<file path="src/rtl/vec_intc_pkg.sv">
package vec_intc_pkg;

    typedef enum logic [1:0] {
        MODE_HALT    = 2'b00,
        MODE_SIGNAL  = 2'b01,
        MODE_CAPTURE = 2'b10,
        MODE_RUN     = 2'b11
    } intc_mode_e;

    localparam int unsigned OFS_STATUS  = 0;
    localparam int unsigned OFS_PENDING = 1;
    localparam int unsigned OFS_ENABLE  = 2;
    localparam int unsigned OFS_ACK     = 3;
    localparam int unsigned OFS_SETEN   = 4;
    localparam int unsigned OFS_CLREN   = 5;
    localparam int unsigned OFS_VECTOR  = 6;
    localparam int unsigned OFS_MASTER  = 7;

endpackage

</file>
<file path="src/rtl/vec_intc_mode.sv">
module vec_intc_mode
    import vec_intc_pkg::*;
(
    input  logic       clk,
    input  logic       rst_n,
    input  logic       load,
    input  logic [1:0] code,
    output intc_mode_e mode,
    output logic       out_en,
    output logic       cap_en
);

    intc_mode_e mode_q;
    intc_mode_e mode_d;

    always_comb begin
        mode_d = mode_q;
        if (load) begin
            mode_d = intc_mode_e'(code);
        end
    end

    always_ff @(posedge clk) begin
        if (!rst_n) begin
            mode_q <= MODE_HALT;
        end else begin
            mode_q <= mode_d;
        end
    end

    always_comb begin
        out_en = 1'b0;
        cap_en = 1'b0;
        unique case (mode_q)
            MODE_HALT: begin
                out_en = 1'b0;
                cap_en = 1'b0;
            end
            MODE_SIGNAL: begin
                out_en = 1'b1;
                cap_en = 1'b0;
            end
            MODE_CAPTURE: begin
                out_en = 1'b0;
                cap_en = 1'b1;
            end
            MODE_RUN: begin
                out_en = 1'b1;
                cap_en = 1'b1;
            end
            default: begin
                out_en = 1'b0;
                cap_en = 1'b0;
            end
        endcase
    end

    assign mode = mode_q;

    // a master write selects the coded state on the next cycle
    assert_mode_load_R13: assert property (@(posedge clk) disable iff (!rst_n)
        load |=> (mode_q == intc_mode_e'($past(code))));

    // without a master write the mode holds
    assert_mode_hold_R13: assert property (@(posedge clk) disable iff (!rst_n)
        !load |=> $stable(mode_q));

endmodule

</file>
<file path="src/rtl/vec_intc_capture.sv">
module vec_intc_capture #(
    parameter int unsigned        N_SRC     = 32,
    parameter logic [N_SRC-1:0]   EDGE_MASK = '0
) (
    input  logic             clk,
    input  logic             rst_n,
    input  logic [N_SRC-1:0] src,
    input  logic             cap_en,
    output logic [N_SRC-1:0] hit
);

    localparam logic [N_SRC-1:0] LEVEL_MASK = ~EDGE_MASK;

    logic [N_SRC-1:0] src_q;
    logic [N_SRC-1:0] rise;
    logic [N_SRC-1:0] raw_hit;

    always_ff @(posedge clk) begin
        if (!rst_n) begin
            src_q <= '0;
        end else begin
            src_q <= src;
        end
    end

    always_comb begin
        rise    = src & ~src_q;
        raw_hit = (rise & EDGE_MASK) | (src & LEVEL_MASK);
        hit     = cap_en ? raw_hit : '0;
    end

    // nothing is captured while capture is off
    assert_no_hit_idle_R12: assert property (@(posedge clk) disable iff (!rst_n)
        !cap_en |-> (hit == '0));

    // an edge line held high from the previous cycle never reports a hit
    assert_edge_held_R4: assert property (@(posedge clk) disable iff (!rst_n)
        (hit & EDGE_MASK & src_q) == '0);

endmodule

</file>
<file path="src/rtl/vec_intc_prio.sv">
module vec_intc_prio #(
    parameter int unsigned N_SRC = 32,
    localparam int unsigned IDX_W = (N_SRC > 1) ? $clog2(N_SRC) : 1
) (
    input  logic [N_SRC-1:0] pending,
    output logic [IDX_W-1:0] idx,
    output logic             any
);

    always_comb begin
        idx = '0;
        any = 1'b0;
        for (int i = N_SRC - 1; i >= 0; i--) begin
            if (pending[i]) begin
                idx = IDX_W'(i);
                any = 1'b1;
            end
        end
    end

endmodule

</file>
<file path="src/rtl/vec_intc.sv">
module vec_intc
    import vec_intc_pkg::*;
#(
    parameter int unsigned        N_SRC     = 32,
    parameter int unsigned        DATA_W    = 32,
    parameter int unsigned        ADDR_W    = 4,
    parameter logic [N_SRC-1:0]   EDGE_MASK = 32'hFFFF_0000
) (
    input  logic              clk,
    input  logic              rst_n,
    input  logic [N_SRC-1:0]  irq_src,
    input  logic              bus_wr,
    input  logic [ADDR_W-1:0] bus_addr,
    input  logic [DATA_W-1:0] bus_wdata,
    output logic [DATA_W-1:0] bus_rdata,
    output logic              cpu_irq
);

    localparam int unsigned IDX_W = (N_SRC > 1) ? $clog2(N_SRC) : 1;
    localparam logic [N_SRC-1:0] LEVEL_MASK = ~EDGE_MASK;

    intc_mode_e        mode;
    logic              out_en;
    logic              cap_en;
    logic [N_SRC-1:0]  hit;
    logic [N_SRC-1:0]  status_q, status_d;
    logic [N_SRC-1:0]  enable_q, enable_d;
    logic [N_SRC-1:0]  pending;
    logic [N_SRC-1:0]  wsrc;
    logic [IDX_W-1:0]  vec_idx;
    logic              any_pend;
    logic [DATA_W-1:0] vector_word;
    logic wr_status, wr_enable, wr_ack, wr_seten, wr_clren, wr_master;

    assign wsrc      = bus_wdata[N_SRC-1:0];
    assign wr_status = bus_wr && (bus_addr == ADDR_W'(OFS_STATUS));
    assign wr_enable = bus_wr && (bus_addr == ADDR_W'(OFS_ENABLE));
    assign wr_ack    = bus_wr && (bus_addr == ADDR_W'(OFS_ACK));
    assign wr_seten  = bus_wr && (bus_addr == ADDR_W'(OFS_SETEN));
    assign wr_clren  = bus_wr && (bus_addr == ADDR_W'(OFS_CLREN));
    assign wr_master = bus_wr && (bus_addr == ADDR_W'(OFS_MASTER));

    vec_intc_mode u_mode (
        .clk    (clk),
        .rst_n  (rst_n),
        .load   (wr_master),
        .code   (bus_wdata[1:0]),
        .mode   (mode),
        .out_en (out_en),
        .cap_en (cap_en)
    );

    vec_intc_capture #(
        .N_SRC     (N_SRC),
        .EDGE_MASK (EDGE_MASK)
    ) u_capture (
        .clk    (clk),
        .rst_n  (rst_n),
        .src    (irq_src),
        .cap_en (cap_en),
        .hit    (hit)
    );

    // Status: software write or acknowledge first, capture ORed last
    always_comb begin
        status_d = status_q;
        if (wr_ack) begin
            status_d = status_d & ~wsrc;
        end
        if (wr_status && !cap_en) begin
            status_d = wsrc;
        end
        status_d = status_d | hit;
    end

    always_comb begin
        enable_d = enable_q;
        if (wr_enable) begin
            enable_d = wsrc;
        end
        if (wr_seten) begin
            enable_d = enable_d | wsrc;
        end
        if (wr_clren) begin
            enable_d = enable_d & ~wsrc;
        end
    end

    always_ff @(posedge clk) begin
        if (!rst_n) begin
            status_q <= '0;
            enable_q <= '0;
        end else begin
            status_q <= status_d;
            enable_q <= enable_d;
        end
    end

    assign pending = status_q & enable_q;

    vec_intc_prio #(
        .N_SRC (N_SRC)
    ) u_prio (
        .pending (pending),
        .idx     (vec_idx),
        .any     (any_pend)
    );

    assign vector_word = any_pend ? DATA_W'(vec_idx) : '1;
    assign cpu_irq     = out_en && any_pend;

    always_comb begin
        bus_rdata = '0;
        case (bus_addr)
            ADDR_W'(OFS_STATUS):  bus_rdata = DATA_W'(status_q);
            ADDR_W'(OFS_PENDING): bus_rdata = DATA_W'(pending);
            ADDR_W'(OFS_ENABLE):  bus_rdata = DATA_W'(enable_q);
            ADDR_W'(OFS_VECTOR):  bus_rdata = vector_word;
            ADDR_W'(OFS_MASTER):  bus_rdata = DATA_W'(mode);
            default:              bus_rdata = '0;
        endcase
    end

    // leaving reset the output is quiet
    assert_reset_quiet_R1: assert property (@(posedge clk)
        $rose(rst_n) |-> !cpu_irq);

    // request never raised with the output mode off or nothing pending
    assert_irq_gate_R7: assert property (@(posedge clk) disable iff (!rst_n)
        cpu_irq |-> (out_en && (pending != '0)));

    // vector points at a pending bit with nothing lower pending
    assert_vec_hit_R6: assert property (@(posedge clk) disable iff (!rst_n)
        (pending != '0) |-> pending[vec_idx]);
    assert_vec_lowest_R6: assert property (@(posedge clk) disable iff (!rst_n)
        (pending != '0) |-> ((pending & ((N_SRC'(1) << vec_idx) - N_SRC'(1))) == '0));
    assert_vec_none_R6: assert property (@(posedge clk) disable iff (!rst_n)
        (bus_addr == ADDR_W'(OFS_VECTOR) && pending == '0) |-> (bus_rdata == '1));

    // a high level line is visible in status one cycle later
    assert_level_set_R3: assert property (@(posedge clk) disable iff (!rst_n)
        (cap_en && ((irq_src & LEVEL_MASK) != '0))
        |=> ((status_q & $past(irq_src & LEVEL_MASK)) == $past(irq_src & LEVEL_MASK)));

    // with capture on, only an acknowledge can remove status bits
    assert_status_keep_R10: assert property (@(posedge clk) disable iff (!rst_n)
        (cap_en && !wr_ack) |=> ((status_q & $past(status_q)) == $past(status_q)));

    // capture off and port idle leaves status untouched
    assert_status_idle_R12: assert property (@(posedge clk) disable iff (!rst_n)
        (!cap_en && !bus_wr) |=> $stable(status_q));

    // acknowledge with capture off clears the written ones
    assert_ack_clear_R8: assert property (@(posedge clk) disable iff (!rst_n)
        (wr_ack && !cap_en) |=> ((status_q & $past(wsrc)) == '0));

    // upper master bits read zero
    assert_master_upper_R2: assert property (@(posedge clk) disable iff (!rst_n)
        (bus_addr == ADDR_W'(OFS_MASTER)) |-> (bus_rdata[DATA_W-1:2] == '0));

    // write-only and unmapped offsets read zero
    assert_wo_zero_R11: assert property (@(posedge clk) disable iff (!rst_n)
        (bus_addr == ADDR_W'(OFS_ACK) || bus_addr == ADDR_W'(OFS_SETEN) ||
         bus_addr == ADDR_W'(OFS_CLREN) || bus_addr > ADDR_W'(OFS_MASTER))
        |-> (bus_rdata == '0));

endmodule

</file>
<file path="config.mk">
export PLATFORM = sky130hd
export DESIGN_NAME = vec_intc
export DESIGN_NICKNAME = d
export VERILOG_FILES = /design/src/rtl/vec_intc_pkg.sv /design/src/rtl/vec_intc_mode.sv /design/src/rtl/vec_intc_capture.sv /design/src/rtl/vec_intc_prio.sv /design/src/rtl/vec_intc.sv
export SDC_FILE = /design/constraint.sdc
export NUM_CORES = 1
export LEC_CHECK = 0
export BUFFER_PORTS_ARGS = -buffer_cell sky130_fd_sc_hd__buf_4
export CAP_MARGIN = 0
export CORE_ASPECT_RATIO = 0.5
export CORE_MARGIN = 2
export CORE_UTILIZATION = 35
export CTS_CLUSTER_DIAMETER = 50
export DETAILED_ROUTE_END_ITERATION = 6
export PLACE_DENSITY = 0.66
export SLEW_MARGIN = 20
export SYNTH_ARGS = -nofsm -noshare
export SYNTH_HDL_FRONTEND = slang
export SYNTH_SLANG_ARGS = --single-unit
export TNS_END_PERCENT = 1
</file>
<file path="constraint.sdc">
create_clock -name clk -period 2.45 [get_ports clk]
set_input_delay 0.3675 -clock clk [delete_from_list [all_inputs] [get_ports clk]]
set_output_delay 0.3675 -clock clk [all_outputs]
set_load 0.02 [all_outputs]
</file>
==> metrics, run 1 <==
main flop type after synthesis dfxtp_1; Final period util 1.12; top cells by area, synth dfxtp_1, a22oi_1, nand2_1; # Max-Cap Violations 0; setup violators final 31; # rows 30; VDD IR max 0.335 mV; Initial Util 0.356; hold_ws 0.240 ns; vias per cell 5.60; Period minus WS final 2.75 ns; Mapped Nets 700; unrepaired setup endpoints after global routing true; max-slew violation count 0; reg2reg start u_mode.mode[1]; Max Clk Rate 364 MHz; grt total ovfl 0; relative slew slack 0.436; final worst setup slack -0.296 ns; Worst R2R Path Depth 4; outcome finished, violations left; Pleak 2.62 nW; power per cell area 502 nW/um2; Clock Latency Late Sink 0.34 ns; Max clock buf depth 2; IO Pins 104; largest net degree at the start of global routing 83; Ys Warns 0; worst hold-check path type input pin to flip-flop; worst r2r dst status_q[24]; IO buf count 103; Routed WL 16200 um; worst slew pin tran 0.843 ns; Hold EP u_capture.src_q[24]; DR vias 5291; share of cells above drive strength 1 0.285; crit end category output pin; final non-filler cell total 944; Final GP Congestion 0.889; worst clock skew 0.00683 ns; FF+latch count, synth 82; Synth Instances 629; worst hold stages 2; CP Data Arrival Time 2.38 ns; Detail Route Antenna Nets 0; clock sink count 82; Final Hold Vio Count 0; placed instance count 926; post-synth top area share 0.343; hold-fix buffers at CTS 0; drt drc 0; Chip Width 169 um; antenna diode count 0; htree depth 3; most common cell after layout, fill and taps aside buf_4; DIE AREA 14700 um2; syn_area_per_cell 7.62 um2; total of fill cells in the finished design 1314; area leader, netlist dfxtp_1; Req. time, crit path 2.08 ns; library cells used by synthesis 46; first-pass GRT wire length 25500 um; total track usage 0.219; CTS tree yes; Die Ht 86.7 um; failing checks negative setup slack; WL/cell 17.2 um; sequential fraction of the synthesis area 0.343; CTS Buf Count 9; antenna violations before repair 0; core area 13500 um2; iteration-0 DRC count of the detailed router 398; area delta synth->final 37.4%; worst slack, placed -0.0156 ns; Crit Path Class flip-flop to output pin; Post-synth ARST share 0; number of global-route vias before repair 4942; Root Driver clkbuf_16; Hold Startpoint irq_src[24]; clk slew on worst S/H paths 0.06 ns; R2R Setup Slk 0.76 ns; post-synthesis cell area 4790 um2; Final HPWL DP 11400 um; CP startpoint kind flip-flop; Pre-antenna DRT Iters 6; most frequent cells in the layout buf_4, nand2_1, dfxtp_1, a22oi_1, nor2_1; number of flops mapped to enable cells by yosys 0; Final #Nets 834; critical path fanouts, max 10
==> kinds of logic (layout without fill, tap and decap cells) <==
family                    count (synthesis)  after routing  share of synthesized area
AOI/OAI and AO/OA                       212            212                      0.337
xor gates and xnor gates                  1              1                    0.00183
buffers and inverters                    68            207                     0.0582
DFF                                      82             82                      0.343
muxes                                     2              2                    0.00418
and+or+nand+nor                         264            264                      0.257
==> what timing repair did <==
action | 4_1_cts | 5_1_grt
setup buffers | 1 | 1
cloned | 0 | 0
pin swaps | 5 | 6
hold endpoints to repair | 0 | 0
endpoints found under the setup margin | 31 | 33
gates resized for setup | 28 | 15
==> layout make-up <==
type                    instances  area [um2]  share of cell area
multi-input cells             479        2960               0.450
flip-flops and latches         82        1640               0.250
repair buffers                172        1370               0.207
clock buffers                  12         246              0.0374
well taps                     176         220              0.0334
clock inverters                 4        75.1              0.0114
inverters                      19        71.3              0.0108
==> state kept, by name, indices dropped and copies added, names as in the netlist <==
register and flops:
enable_q 32, u_capture.src_q 16, u_mode.mode 2, status_q 32
==> metal layers <==
layer  global-route usage  vias to the layer above  wire, um
met5                    0                        -         0
met4               0.0699                        0       297
met3               0.0521                       25      1130
met2                0.336                      192      7070
met1                0.306                     2505      7710
li1                     -                     2569         -
==> worst max path at each step <==
stage                       startpoint  cells after the start  slack, ns            end
after global placement     status_q[9]                      8     -0.002   bus_rdata[0]
final                     status_q[27]                      8      -0.30  bus_rdata[30]
after floorplan           enable_q[13]                      6       0.07  bus_rdata[11]
after global routing      status_q[23]                      7      -0.37  bus_rdata[28]
after detailed placement  enable_q[15]                      7      -0.02   bus_rdata[9]
after CTS                 enable_q[13]                      7      -0.28  bus_rdata[27]
==> Yosys cell counts, types with 2 or more instances <==
master / n
a211oi_1: 2
a21boi_0: 32
a21o_1: 10
a21oi_1: 7
a22o_1: 6
a22oi_1: 67
a2bb2oi_1: 2
a31oi_1: 3
a32o_1: 4
a32oi_1: 36
and2_1: 17
buf_1: 4
clkbuf_1: 43
dfxtp_1: 82
inv_1: 19
mux2i_1: 2
nand2_1: 120
nand2b_1: 22
nand3_1: 39
nand4_1: 3
nand4b_1: 2
nor2_1: 41
nor2b_1: 5
nor3_1: 4
nor4_1: 2
o21ai_0: 21
o21ai_2: 10
o221ai_1: 2
o22ai_1: 3
or2_2: 2
or4_1: 2
==> metrics by stage <==
| stage | instance area, um2 | TNS (ns) | utilization | power [mW] |
|---|---|---|---|---|
| floorplan | 4790 | 0 | - | 1.62 |
| CTS | 6520 | -7.75 | 0.484 | 3.32 |
| global route | 6580 | -10.22 | 0.489 | 3.42 |
| global placement | 6110 | -0.00193 | 0.454 | 1.84 |
| finish | 6580 | -7.91 | 0.489 | 3.31 |
| detailed placement | 6110 | -0.0274 | 0.454 | 1.85 |
==> critical path, cell delays in order, from the launching register on <==
cell	delay [ns]
dfxtp_2	0.32
a22oi_2	0.18
buf_4	0.14
nand4_1	0.13
or4_4	0.57
or2_4	0.26
buf_6	0.14
o21ai_1	0.11
buf_4	0.18
==> power breakdown <==
part / total [mW] / switching [mW] / internal, mW / leakage, nW
Combinational: 0.441 / 0.237 / 0.204 / 1.80
Sequential: 1.39 / 0.0236 / 1.37 / 0.668
Clock: 1.47 / 0.549 / 0.922 / 0.149
Total: 3.31 / 0.809 / 2.50 / 2.62
Power figures use the tool's default switching activity.
==> run 2: changes to the inputs <==
BUFFER_PORTS_ARGS = default   (was -buffer_cell sky130_fd_sc_hd__buf_4)
DONT_BUFFER_PORTS = 1   (was default)
PLACE_DENSITY = 0.6   (was 0.66)
==> run 2 against run 1 <==
The run still ends with negative setup slack left. Sequential power barely moved. Combinational power fell by 37%. Maximum frequency rose by 2.5%. Setup slack improved by 0.066 ns.
==> metrics, run 2 (synthesis gave the netlist of run 1 again) <==
IO buf count 0; Chip Width 169 um; Top Family by Delay on Critical Path simple AND/OR/NAND/NOR gates; Final #Nets 760; clk slew on worst S/H paths 0.06 ns; Req. time, crit path 2.08 ns; Period minus WS final 2.68 ns; Clk pwr share 0.490; IO Pins 104; iteration-0 DRC count of the detailed router 452; slowest stage delay, CP 0.55 ns; number of global-route vias before repair 4627; worst clock skew 0.00445 ns; antenna diode count 0; Final GP Congestion 0.829; register area 1650 um2; Gate power share 0.085; Sequential Power Share 0.425; clock sink count 82; max-slew violation count 0; switching share of power 0.225; hold-fix buffers at CTS 0; Internal 2.55 mW; Max Clk Rate 373 MHz; WL/cell 18.4 um; area delta synth->final 25.1%; critical path fanouts, max 7; share of cells above drive strength 1 0.212; Detail Route Antenna Nets 0; # Max-Cap Violations 0; Pre-antenna DRT Iters 5; worst slew pin tran 0.718 ns; core area 13500 um2; Die Ht 86.7 um; failing checks negative setup slack; CTS tree yes; Final Hold Vio Count 0; htree depth 3; Root Driver clkbuf_16; Routed WL 16000 um; CP Data Arrival Time 2.31 ns; Final period util 1.09; Final HPWL DP 11200 um; total track usage 0.217; final worst setup slack -0.230 ns; outcome finished, violations left; largest net degree at the start of global routing 83; unrepaired setup endpoints after global routing true; Crit-path slowest cell or4_4; relative slew slack 0.521; Crit Path Class flip-flop to output pin; setup violators final 31; worst slack, placed -0.0116 ns; CTS Buf Count 9; grt total ovfl 0; antenna violations before repair 0; total of fill cells in the finished design 1347; worst hold-check path type input pin to flip-flop; DR vias 5011; area of the multi-input gates 2950 um2; # rows 30; Initial Util 0.356; most common cell after layout, fill and taps aside nand2_1; crit end category output pin; crit-path cells a22oi_2 > nand4_1 > or4_4 > or2_4 > buf_6 > o21ai_1 > buf_4; Clock Latency Late Sink 0.34 ns; Max clock buf depth 2; largest registers enable_q: 32 flops, status_q: 32 flops, u_capture.src_q: 16 flops; drt drc 0; DIE AREA 14700 um2; most frequent cells in the layout nand2_1, buf_4, dfxtp_1, a22oi_1, nor2_1; power per cell area 548 nW/um2; VDD IR max 0.282 mV; Pleak 2.26 nW; vias per cell 5.76; setup_tns -5.13 ns; Buf/Inv on CP 2; Sw Pwr 0.738 mW; first-pass GRT wire length 25100 um; CP startpoint kind flip-flop; hold_ws 0.142 ns
==> run 2: final timing paths <==
check / from / end / slack (ns) / cells after the start
setup / recovery: enable_q[19] / bus_rdata[7] / -0.23 / 7
hold / removal: irq_src[25] / u_capture.src_q[25] / 0.14 / 1
setup reg to reg: u_mode.mode[1] / status_q[8] / 0.81 / 5
hold reg to reg: status_q[29] / status_q[29] / 0.51 / 2
==> run 2: what timing repair did <==
| action | in CTS | in global routing |
|---|---|---|
| pin swaps | 5 | 8 |
| endpoints found under the setup margin | 31 | 33 |
| buffers inserted | 3 | 3 |
| resized for setup | 16 | 11 |
==> run 2: area by class of cell <==
type / instances / area share
repair buffers: 98 / 0.126
flip-flops and latches: 82 / 0.275
inverters: 19 / 0.0119
multi-input cells: 479 / 0.492
clock inverters: 4 / 0.0163
well taps: 176 / 0.0367
clock buffers: 12 / 0.0428
==> run 2: metal layers <==
metal | routed length [um] | part of all wire | global-route usage | vias up
li1 | - | - | - | 2423
met1 | 7530 | 0.47 | 0.302 | 2425
met2 | 7200 | 0.45 | 0.341 | 153
met3 | 1150 | 0.072 | 0.0534 | 10
met4 | 146 | 0.0091 | 0.0544 | 0
met5 | 0 | 0 | 0 | -
==> run 2: power by group through the flow <==
| stage | logic, mW | registers, mW | clock network [mW] |
|---|---|---|---|
| global route | 0.308 | 1.40 | 1.69 |
| global placement | 0.266 | 1.42 | 0 |
| finish | 0.279 | 1.39 | 1.61 |
| detailed placement | 0.272 | 1.42 | 0 |
| floorplan | 0.200 | 1.42 | 0 |
| CTS | 0.277 | 1.39 | 1.63 |
==> run 2: per-stage QoR <==
step | total power, mW | cell area, um2 | instances | util
2_1_floorplan | 1.62 | 4790 | 629 | -
3_3_place_gp | 1.69 | 5510 | 848 | 0.409
3_5_place_dp | 1.69 | 5510 | 848 | 0.409
4_1_cts | 3.30 | 5950 | 867 | 0.442
5_1_grt | 3.39 | 6000 | 870 | 0.445
6_report | 3.28 | 6000 | 870 | 0.445
